**src/rtl/wdog_esc_pkg.sv**
```systemverilog
// Package: shared stage encoding for the escalating watchdog.
// Assumes: the 2-bit code is presented on a status port and decoded by software.
package wdog_esc_pkg;

    typedef enum logic [1:0] {
        ST_NORMAL  = 2'b00,
        ST_IRQ     = 2'b01,
        ST_RESTART = 2'b10,
        ST_FAILED  = 2'b11
    } wd_stage_e;

endpackage

```
**src/rtl/wdog_countdown.sv**
```systemverilog
// Module: interval down-counter.
// Counts the remaining cycles of the current service interval. It flags expiry
// when one cycle is left, then reloads itself. An explicit reload (kick, pulse
// hold, failure clear) overrides the count.
// Assumes: timeout_i is stable while in use; a zero timeout is treated as one.
module wdog_countdown #(
    parameter int TMO_W = 16
) (
    input  logic             clk,
    input  logic             rst_n,
    input  logic             reload_i,
    input  logic [TMO_W-1:0] timeout_i,
    output logic             expire_o
);

    logic [TMO_W-1:0] cnt_q;
    logic [TMO_W-1:0] load_val;

    // Purpose: clamp the programmed interval to a minimum of one cycle.
    always_comb begin
        load_val = (timeout_i == '0) ? TMO_W'(1) : timeout_i;
    end

    // Purpose: expiry is the last remaining cycle of the interval.
    always_comb begin
        expire_o = (cnt_q == TMO_W'(1));
    end

    // Purpose: reload on reset, request or expiry; otherwise count down.
    always_ff @(posedge clk) begin
        if (!rst_n) begin
            cnt_q <= load_val;
        end else if (reload_i || expire_o) begin
            cnt_q <= load_val;
        end else begin
            cnt_q <= cnt_q - TMO_W'(1);
        end
    end

    AST_CNT_NONZERO: assert property (@(posedge clk) disable iff (!rst_n)
        $past(rst_n) |-> (cnt_q != '0));

endmodule

```
**src/rtl/wdog_pulse.sv**
```systemverilog
// Module: local initialisation reset pulse generator.
// One start strobe produces exactly LEN cycles of active output.
// Assumes: the stage sequencer never restarts the pulse while it is running.
module wdog_pulse #(
    parameter int LEN = 16
) (
    input  logic clk,
    input  logic rst_n,
    input  logic start_i,
    output logic active_o
);

    localparam int PCW = $clog2(LEN + 1);

    logic [PCW-1:0] pcnt_q;

    // Purpose: output is high while cycles of the pulse remain.
    always_comb begin
        active_o = (pcnt_q != '0);
    end

    // Purpose: load the full length on start, then count down to zero.
    always_ff @(posedge clk) begin
        if (!rst_n) begin
            pcnt_q <= '0;
        end else if (start_i) begin
            pcnt_q <= PCW'(LEN);
        end else if (active_o) begin
            pcnt_q <= pcnt_q - PCW'(1);
        end
    end

    AST_PULSE_BOUND: assert property (@(posedge clk) disable iff (!rst_n)
        pcnt_q <= PCW'(LEN));

    AST_PULSE_NO_RESTART: assert property (@(posedge clk) disable iff (!rst_n)
        !(start_i && active_o));

endmodule

```
**src/rtl/wdog_stage_fsm.sv**
```systemverilog
// Module: escalation stage sequencer.
// Moves normal -> interrupt -> restart -> failed on successive expiries. A
// kick wins over a simultaneous expiry. Kicks are ignored while the local
// reset pulse runs and once the failure state is reached; only a clear
// command leaves the failure state.
// Assumes: expire_i comes from the interval counter, which is held reloaded
// during the pulse.
module wdog_stage_fsm
    import wdog_esc_pkg::*;
(
    input  logic      clk,
    input  logic      rst_n,
    input  logic      kick_i,
    input  logic      expire_i,
    input  logic      pulse_busy_i,
    input  logic      fail_clr_i,
    output wd_stage_e stage_o,
    output logic      pulse_go_o
);

    wd_stage_e stage_q;
    wd_stage_e stage_d;

    // Purpose: next-stage decision with kick priority over expiry.
    always_comb begin
        stage_d    = stage_q;
        pulse_go_o = 1'b0;
        unique case (stage_q)
            ST_NORMAL: begin
                if (!kick_i && expire_i) begin
                    stage_d = ST_IRQ;
                end
            end
            ST_IRQ: begin
                if (kick_i) begin
                    stage_d = ST_NORMAL;
                end else if (expire_i) begin
                    stage_d    = ST_RESTART;
                    pulse_go_o = 1'b1;
                end
            end
            ST_RESTART: begin
                if (!pulse_busy_i) begin
                    if (kick_i) begin
                        stage_d = ST_NORMAL;
                    end else if (expire_i) begin
                        stage_d = ST_FAILED;
                    end
                end
            end
            ST_FAILED: begin
                if (fail_clr_i) begin
                    stage_d = ST_NORMAL;
                end
            end
            default: stage_d = ST_NORMAL;
        endcase
    end

    // Purpose: stage register, cleared by power-on reset.
    always_ff @(posedge clk) begin
        if (!rst_n) begin
            stage_q <= ST_NORMAL;
        end else begin
            stage_q <= stage_d;
        end
    end

    assign stage_o = stage_q;

    AST_KICK_RETURNS: assert property (@(posedge clk) disable iff (!rst_n)
        (kick_i && (stage_q == ST_NORMAL || stage_q == ST_IRQ)) |=> (stage_q == ST_NORMAL));

    AST_RESTART_ENTRY: assert property (@(posedge clk) disable iff (!rst_n)
        (stage_q == ST_IRQ && expire_i && !kick_i) |=> (stage_q == ST_RESTART && pulse_busy_i));

    AST_KICK_IGNORED_IN_PULSE: assert property (@(posedge clk) disable iff (!rst_n)
        (stage_q == ST_RESTART && pulse_busy_i) |=> (stage_q == ST_RESTART));

    AST_FAIL_ENTRY: assert property (@(posedge clk) disable iff (!rst_n)
        (stage_q == ST_RESTART && !pulse_busy_i && expire_i && !kick_i) |=> (stage_q == ST_FAILED));

    AST_FAIL_STICKY: assert property (@(posedge clk) disable iff (!rst_n)
        (stage_q == ST_FAILED && !fail_clr_i) |=> (stage_q == ST_FAILED));

endmodule

```
**src/rtl/wdog_flag_fanin.sv**
```systemverilog
// Module: system failure-flag combiner.
// Registers the peer flags into an interrupt and requests a one-cycle system
// reset whenever any flag (own or peer) becomes active.
// Assumes: peer flags are synchronous to clk.
module wdog_flag_fanin #(
    parameter int NPEER = 2
) (
    input  logic             clk,
    input  logic             rst_n,
    input  logic             own_fail_i,
    input  logic [NPEER-1:0] peer_fail_i,
    output logic             peer_irq_o,
    output logic             sys_rst_o
);

    localparam int NFLAG = NPEER + 1;

    logic [NPEER-1:0] peer_q;
    logic [NFLAG-1:0] flags;
    logic [NFLAG-1:0] flags_prev_q;
    logic             sys_rst_q;

    // Purpose: gather all flags of the system into one vector.
    always_comb begin
        flags = {peer_q, own_fail_i};
    end

    // Purpose: register peers, remember flags, pulse on any rising flag.
    always_ff @(posedge clk) begin
        if (!rst_n) begin
            peer_q       <= '0;
            flags_prev_q <= '0;
            sys_rst_q    <= 1'b0;
        end else begin
            peer_q       <= peer_fail_i;
            flags_prev_q <= flags;
            sys_rst_q    <= |(flags & ~flags_prev_q);
        end
    end

    assign peer_irq_o = |peer_q;
    assign sys_rst_o  = sys_rst_q;

    AST_SYSRST_ON_OWN_FAIL: assert property (@(posedge clk) disable iff (!rst_n)
        $rose(own_fail_i) |=> sys_rst_o);

    AST_SYSRST_NEEDS_RISE: assert property (@(posedge clk) disable iff (!rst_n)
        (sys_rst_o && $past(sys_rst_o)) |-> $past(|(flags & ~flags_prev_q)));

endmodule

```
**src/rtl/wdog_escalator.sv**
```systemverilog
// Module: escalating three-stage watchdog supervisor (top).
// Ties the interval counter, the stage sequencer, the reset pulse generator
// and the system flag combiner together. The counter is held reloaded while
// the local reset pulse runs, so the recovery window starts when the pulse ends.
// Assumes: synchronous active-low power-on reset; all inputs synchronous to clk.
module wdog_escalator
    import wdog_esc_pkg::*;
#(
    parameter int TMO_W     = 16,
    parameter int PULSE_LEN = 16,
    parameter int NPEER     = 2
) (
    input  logic             clk,
    input  logic             rst_n,
    input  logic             kick_i,
    input  logic [TMO_W-1:0] timeout_i,
    input  logic             fail_clr_i,
    input  logic [NPEER-1:0] peer_fail_i,
    output logic             irq_o,
    output logic             init_rst_o,
    output logic             fail_o,
    output logic [1:0]       status_o,
    output logic             peer_irq_o,
    output logic             sys_rst_o
);

    logic      expire;
    logic      pulse_busy;
    logic      pulse_go;
    logic      cnt_reload;
    wd_stage_e stage;

    // Purpose: restart the interval on kicks, during the pulse and on clear.
    always_comb begin
        cnt_reload = kick_i || pulse_busy || fail_clr_i;
    end

    wdog_countdown #(
        .TMO_W (TMO_W)
    ) u_countdown (
        .clk       (clk),
        .rst_n     (rst_n),
        .reload_i  (cnt_reload),
        .timeout_i (timeout_i),
        .expire_o  (expire)
    );

    wdog_stage_fsm u_stage (
        .clk          (clk),
        .rst_n        (rst_n),
        .kick_i       (kick_i),
        .expire_i     (expire),
        .pulse_busy_i (pulse_busy),
        .fail_clr_i   (fail_clr_i),
        .stage_o      (stage),
        .pulse_go_o   (pulse_go)
    );

    wdog_pulse #(
        .LEN (PULSE_LEN)
    ) u_pulse (
        .clk      (clk),
        .rst_n    (rst_n),
        .start_i  (pulse_go),
        .active_o (pulse_busy)
    );

    // Purpose: decode the stage into the module's outputs.
    always_comb begin
        irq_o      = (stage == ST_IRQ);
        fail_o     = (stage == ST_FAILED);
        init_rst_o = pulse_busy;
        status_o   = stage;
    end

    wdog_flag_fanin #(
        .NPEER (NPEER)
    ) u_fanin (
        .clk         (clk),
        .rst_n       (rst_n),
        .own_fail_i  (fail_o),
        .peer_fail_i (peer_fail_i),
        .peer_irq_o  (peer_irq_o),
        .sys_rst_o   (sys_rst_o)
    );

    AST_PULSE_ONLY_RESTART: assert property (@(posedge clk) disable iff (!rst_n)
        init_rst_o |-> (status_o == 2'b10));

    AST_CLEAR_LEAVES_FAIL: assert property (@(posedge clk) disable iff (!rst_n)
        (fail_o && fail_clr_i) |=> (status_o == 2'b00));

endmodule

```
**config.mk**
```make
export PLATFORM = sky130hd
export DESIGN_NAME = wdog_escalator
export DESIGN_NICKNAME = d
export VERILOG_FILES = /design/src/rtl/wdog_esc_pkg.sv /design/src/rtl/wdog_countdown.sv /design/src/rtl/wdog_pulse.sv /design/src/rtl/wdog_stage_fsm.sv /design/src/rtl/wdog_flag_fanin.sv /design/src/rtl/wdog_escalator.sv
export SDC_FILE = /design/constraint.sdc
export NUM_CORES = 1
export LEC_CHECK = 0
export CORE_ASPECT_RATIO = 0.7
export CORE_MARGIN = 2
export CORE_UTILIZATION = 46
export DETAILED_ROUTE_END_ITERATION = 10
export DONT_BUFFER_PORTS = 1
export HOLD_SLACK_MARGIN = 0.03
export PLACE_DENSITY = 0.65
export SLEW_MARGIN = 20
export SYNTH_ARGS = -nofsm -noshare
export SYNTH_HDL_FRONTEND = slang
export SYNTH_SLANG_ARGS = --single-unit
export TNS_END_PERCENT = 20
```
**constraint.sdc**
```tcl
create_clock -name clk -period 5 [get_ports clk]
set_input_delay 1 -clock clk [delete_from_list [all_inputs] [get_ports clk]]
set_output_delay 1 -clock clk [all_outputs]
set_load 0.03 [all_outputs]
```
==> reports/qor_table.md <==
| Quantity | This run | Unit |
|---|---|---|
| Post-placement cell count | 204 | - |
| Post-CTS Setup Bufs | 0 | - |
| CTS-repair resized insts | 0 | - |
| Global-route usage over all layers | 17.39 | % |
| P_sw | 0.2377 | mW |
| Post-synthesis sequential area ratio | 39.46 | % |
| Die height | 51.32 | um |
| Number of warnings reported in the yosys synthesis log | 0 | - |
| Critical path arrival | 1480 | ps |
| Flip-flop and latch count after synthesis | 29 | - |
| Final cycle utilization of the critical path | 49.50 | % |
| CP endpoint kind | output pin | - |
| GR Overflow Total | 0 | - |
| Hold buffer count at cts | 0 | - |
| Number of placement rows | 17 | - |
| Family with the most delay on the worst path | flip-flops | - |
| Post-detailed-route via-to-cell ratio | 5.519 | - |
| Endpoint of the worst-slack reg-to-reg timing path | u_countdown.cnt_q[9] | - |
| Antenna violations before repair | 0 | - |
| DRT Wirelength | 2884 | um |
| Routed wire length per instance | 13.60 | um |
| First drt pass iteration count | 4 | - |
| Worst relative slew slack | 37.30 | % |
| Length of routed wiring on met1 | 1360 | um |
| Launching element type of the critical path | flop | - |
| DRC | 0 | - |
| Worst hold margin | 474.5 | ps |
| R2R setup slack | 2620 | ps |
| FF-to-FF Start | u_pulse.pcnt_q[0] | - |
| Mean Syn Cell Area | 8.505 | um2 |
| Setup-failing EPs final | 0 | - |
| Power share of the combinational group | 26.3 | % |
| Crit path max fanout | 9 | - |
| Path length in cells of the critical path | 1 | - |
| DP HPWL | 2177 | um |
| Clock-pin slew of the registers on the worst-case setup and hold paths | 70 | ps |
| HP Class | flop to flop | - |
| Initial drt markers | 69 | - |
| Number of standard cells after synthesis | 173 | - |
| Horiz. Die Dim | 71.60 | um |
| PnR worst setup slack | 2525 | ps |
| Required time of the critical path | 4000 | ps |
| Classification of the worst setup path | flop to output pin | - |
| Highest metal used | met4 | - |
| Synth top area share | 39.46 | % |
| Worst setup skew after layout | 4.242 | ps |
| Maximum root-to-sink buffer count | 2 | - |
| Clock sinks | 29 | - |
| Count of vias placed by the detailed router | 1170 | - |
| Critical path, cell by cell | nor2b_1 | - |
| Met3 Routed Length | 223 | um |
| Placement Setup Slack | 2562 | ps |
| Delay of the slowest cell on the worst path | 640 | ps |
| Largest net degree at the start of global routing | 31 | - |
| Number of buffers created by CTS | 5 | - |
| Worst skew pair latency | 280 | ps |
| Post-synth design cell area | 0.001471 | mm2 |
| Placeable Area | 0.003105 | mm2 |
| Final number of hold-violating endpoints | 0 | - |
| Share of total power in sequential cells | 45.2 | % |
| Count of boundary I/O pins | 29 | - |
| Clock root buffer | sky130_fd_sc_hd__clkbuf_8 | - |
| Number of nets in the final layout | 198 | - |
| Worst-path cell with the longest stage delay | sky130_fd_sc_hd__dfxtp_1 | - |
| Largest area contributor in the netlist | sky130_fd_sc_hd__dfxtp_1 | - |
| First-pass GRT wire length | 4747 | um |
| P_int | 0.4320 | mW |
| Post-synth cell types | 40 | - |
| Routed wire length on met2 | 1220 | um |
| Diodes inserted | 0 | - |
| Post-Syn Nets | 198 | - |
| Area delta synth->final | 6.547 | % |
| Slew at the pin closest to its max-slew limit | 938.3 | ps |
| Post-Layout Cell Count | 212 | - |
| Ratio of cells with drive above 1 in the final layout | 11.49 | % |
| Via count of the first global-routing pass | 1062 | - |
| Status | complete, no violations | - |
| Max VDD drop | 0.1494 | mV |
| Final-report max-slew violation count | 0 | - |
| TritonCTS clock tree | built | - |
| Endpoint of the worst setup timing path | irq_o | - |
| Worst Reg-to-Reg Cells | 9 | - |
| Level count of the clock H-tree | 2 | - |
| Static Leak | 0.5995 | nW |
| Clk network pwr share | 28.5 | % |
| Max-Cap Viols | 0 | - |
| Last weighted congestion value of the routability-driven placer | 0.7524 | - |
| Time the worst path needs with I/O delays and setup | 2475 | ps |
| RSZ-0062 raised after global routing | no | - |
| Antenna Nets Post-Route | 0 | - |
| Switching part of the total power | 35.49 | % |
| Peak clock frequency supported by timing | 0.4040 | GHz |
| DIE AREA | 0.003675 | mm2 |
| Worst path buffer plus inverter count | 0 | - |
| Total Neg Setup Slack | 0 | ps |
| Effective utilization at floorplan | 47.38 | % |
| Number of port buffers | 0 | - |
| Leading cell types by total area after synthesis | sky130_fd_sc_hd__dfxtp_1 (39%), sky130_fd_sc_hd__xnor2_1 (7.1%), sky130_fd_sc_hd__nand2_1 (5.6%) | - |
| Min-Delay Path Depth | 1 | - |
| Ratio of total power to cell area | 427.2 | mW/mm2 |
| Critical Path Source | u_stage.stage_o[0] | - |
==> power by group through the flow <==
stage,logic [mW],clock network (mW),registers (mW)
6_report,0.176,0.191,0.303
3_5_place_dp,0.176,0,0.308
5_1_grt,0.199,0.203,0.308
3_3_place_gp,0.172,0,0.305
2_1_floorplan,0.158,0,0.300
4_1_cts,0.177,0.194,0.303
==> cells in the mapped netlist (all sizes together) <==
library cell	instances
dfxtp	29
nand2	22
o21ai	19
nor2	12
xnor2	12
inv	10
nor3	9
nor4	7
a21oi	6
and2	6
buf	4
clkbuf	3
ha	3
nand3	3
nor4b	3
xor2	3
a211oi	2
a21o	2
and3	2
nand2b	2
nor2b	2
or3	2
a41oi	1
mux2i	1
nand3b	1
nand4	1
o2111a	1
o211ai	1
o21a	1
o22ai	1
or2	1
or4	1
==> worst min-delay path by stage <==
stage,start,end
finish,u_fanin.peer_q[0],u_fanin.flags_prev_q[1]
global route,u_fanin.peer_q[1],u_fanin.flags_prev_q[2]
global placement,u_fanin.peer_q[1],u_fanin.flags_prev_q[2]
detailed placement,u_fanin.peer_q[1],u_fanin.flags_prev_q[2]
floorplan,u_fanin.peer_q[0],u_fanin.flags_prev_q[1]
CTS,u_fanin.peer_q[1],u_fanin.flags_prev_q[2]
==> layout by cell type, fill, tap and decap left out, types with 3 or more instances in the layout <==
| cell type | n |
|---|---|
| sky130_fd_sc_hd__nor4_1 | 5 |
| sky130_fd_sc_hd__a21oi_1 | 6 |
| sky130_fd_sc_hd__xnor2_1 | 12 |
| sky130_fd_sc_hd__clkbuf_8 | 5 |
| sky130_fd_sc_hd__o21ai_1 | 10 |
| sky130_fd_sc_hd__dfxtp_1 | 29 |
| sky130_fd_sc_hd__inv_1 | 9 |
| sky130_fd_sc_hd__and2_1 | 6 |
| sky130_fd_sc_hd__o21ai_2 | 3 |
| sky130_fd_sc_hd__nor2_1 | 10 |
| sky130_fd_sc_hd__ha_1 | 3 |
| sky130_fd_sc_hd__nor3_1 | 9 |
| sky130_fd_sc_hd__o21ai_0 | 6 |
| sky130_fd_sc_hd__xor2_1 | 3 |
| sky130_fd_sc_hd__nand3_1 | 3 |
| sky130_fd_sc_hd__nand2_1 | 22 |
==> cells by family (layout without fill, tap and decap cells) <==
group,Yosys count,after routing,synth area share (%)
and+or+nand+nor,74,74,29.17
xor gates and xnor gates,15,15,8.929
AOI/OAI and AO/OA,34,34,14.12
muxes,1,1,0.6803
adders and majority gates,3,3,2.551
DFF,29,29,39.46
buffers and inverters,17,18,5.101
==> metal layers <==
layer  vias to the layer above  global-route usage [%]
li1                        594                       -
met1                       542                   22.97
met2                        25                   22.84
met3                         9                   8.087
met4                         0                   10.06
met5                         -                       0
==> registers in the layout, indices dropped and copies added (netlist names) <==
signal and flops:
u_countdown.cnt_q 16, u_fanin.sys_rst_o 1, u_fanin.flags_prev_q 3, u_stage.stage_o 2
u_pulse.pcnt_q 5, u_fanin.peer_q 2
==> metrics by stage <==
step	cell area, um2	utilization (%)	power [mW]
after floorplan	1471	-	0.4571
after global placement	1481	47.70	0.4769
after detailed placement	1481	47.70	0.4840
after CTS	1568	50.48	0.6740
after global routing	1568	50.48	0.7093
final	1568	50.48	0.6698
==> cell type report <==
class                           count  area, um2
Clock buffer                        5      68.82
Clock inverter                      3      17.52
Fill cell                         293       1538
Inverter                           10      37.54
Multi-Input combinational cell    127      815.8
Sequential cell                    29      580.6
Tap cell                           38      47.55
No activity file was read; power rests on OpenSTA's default activity.
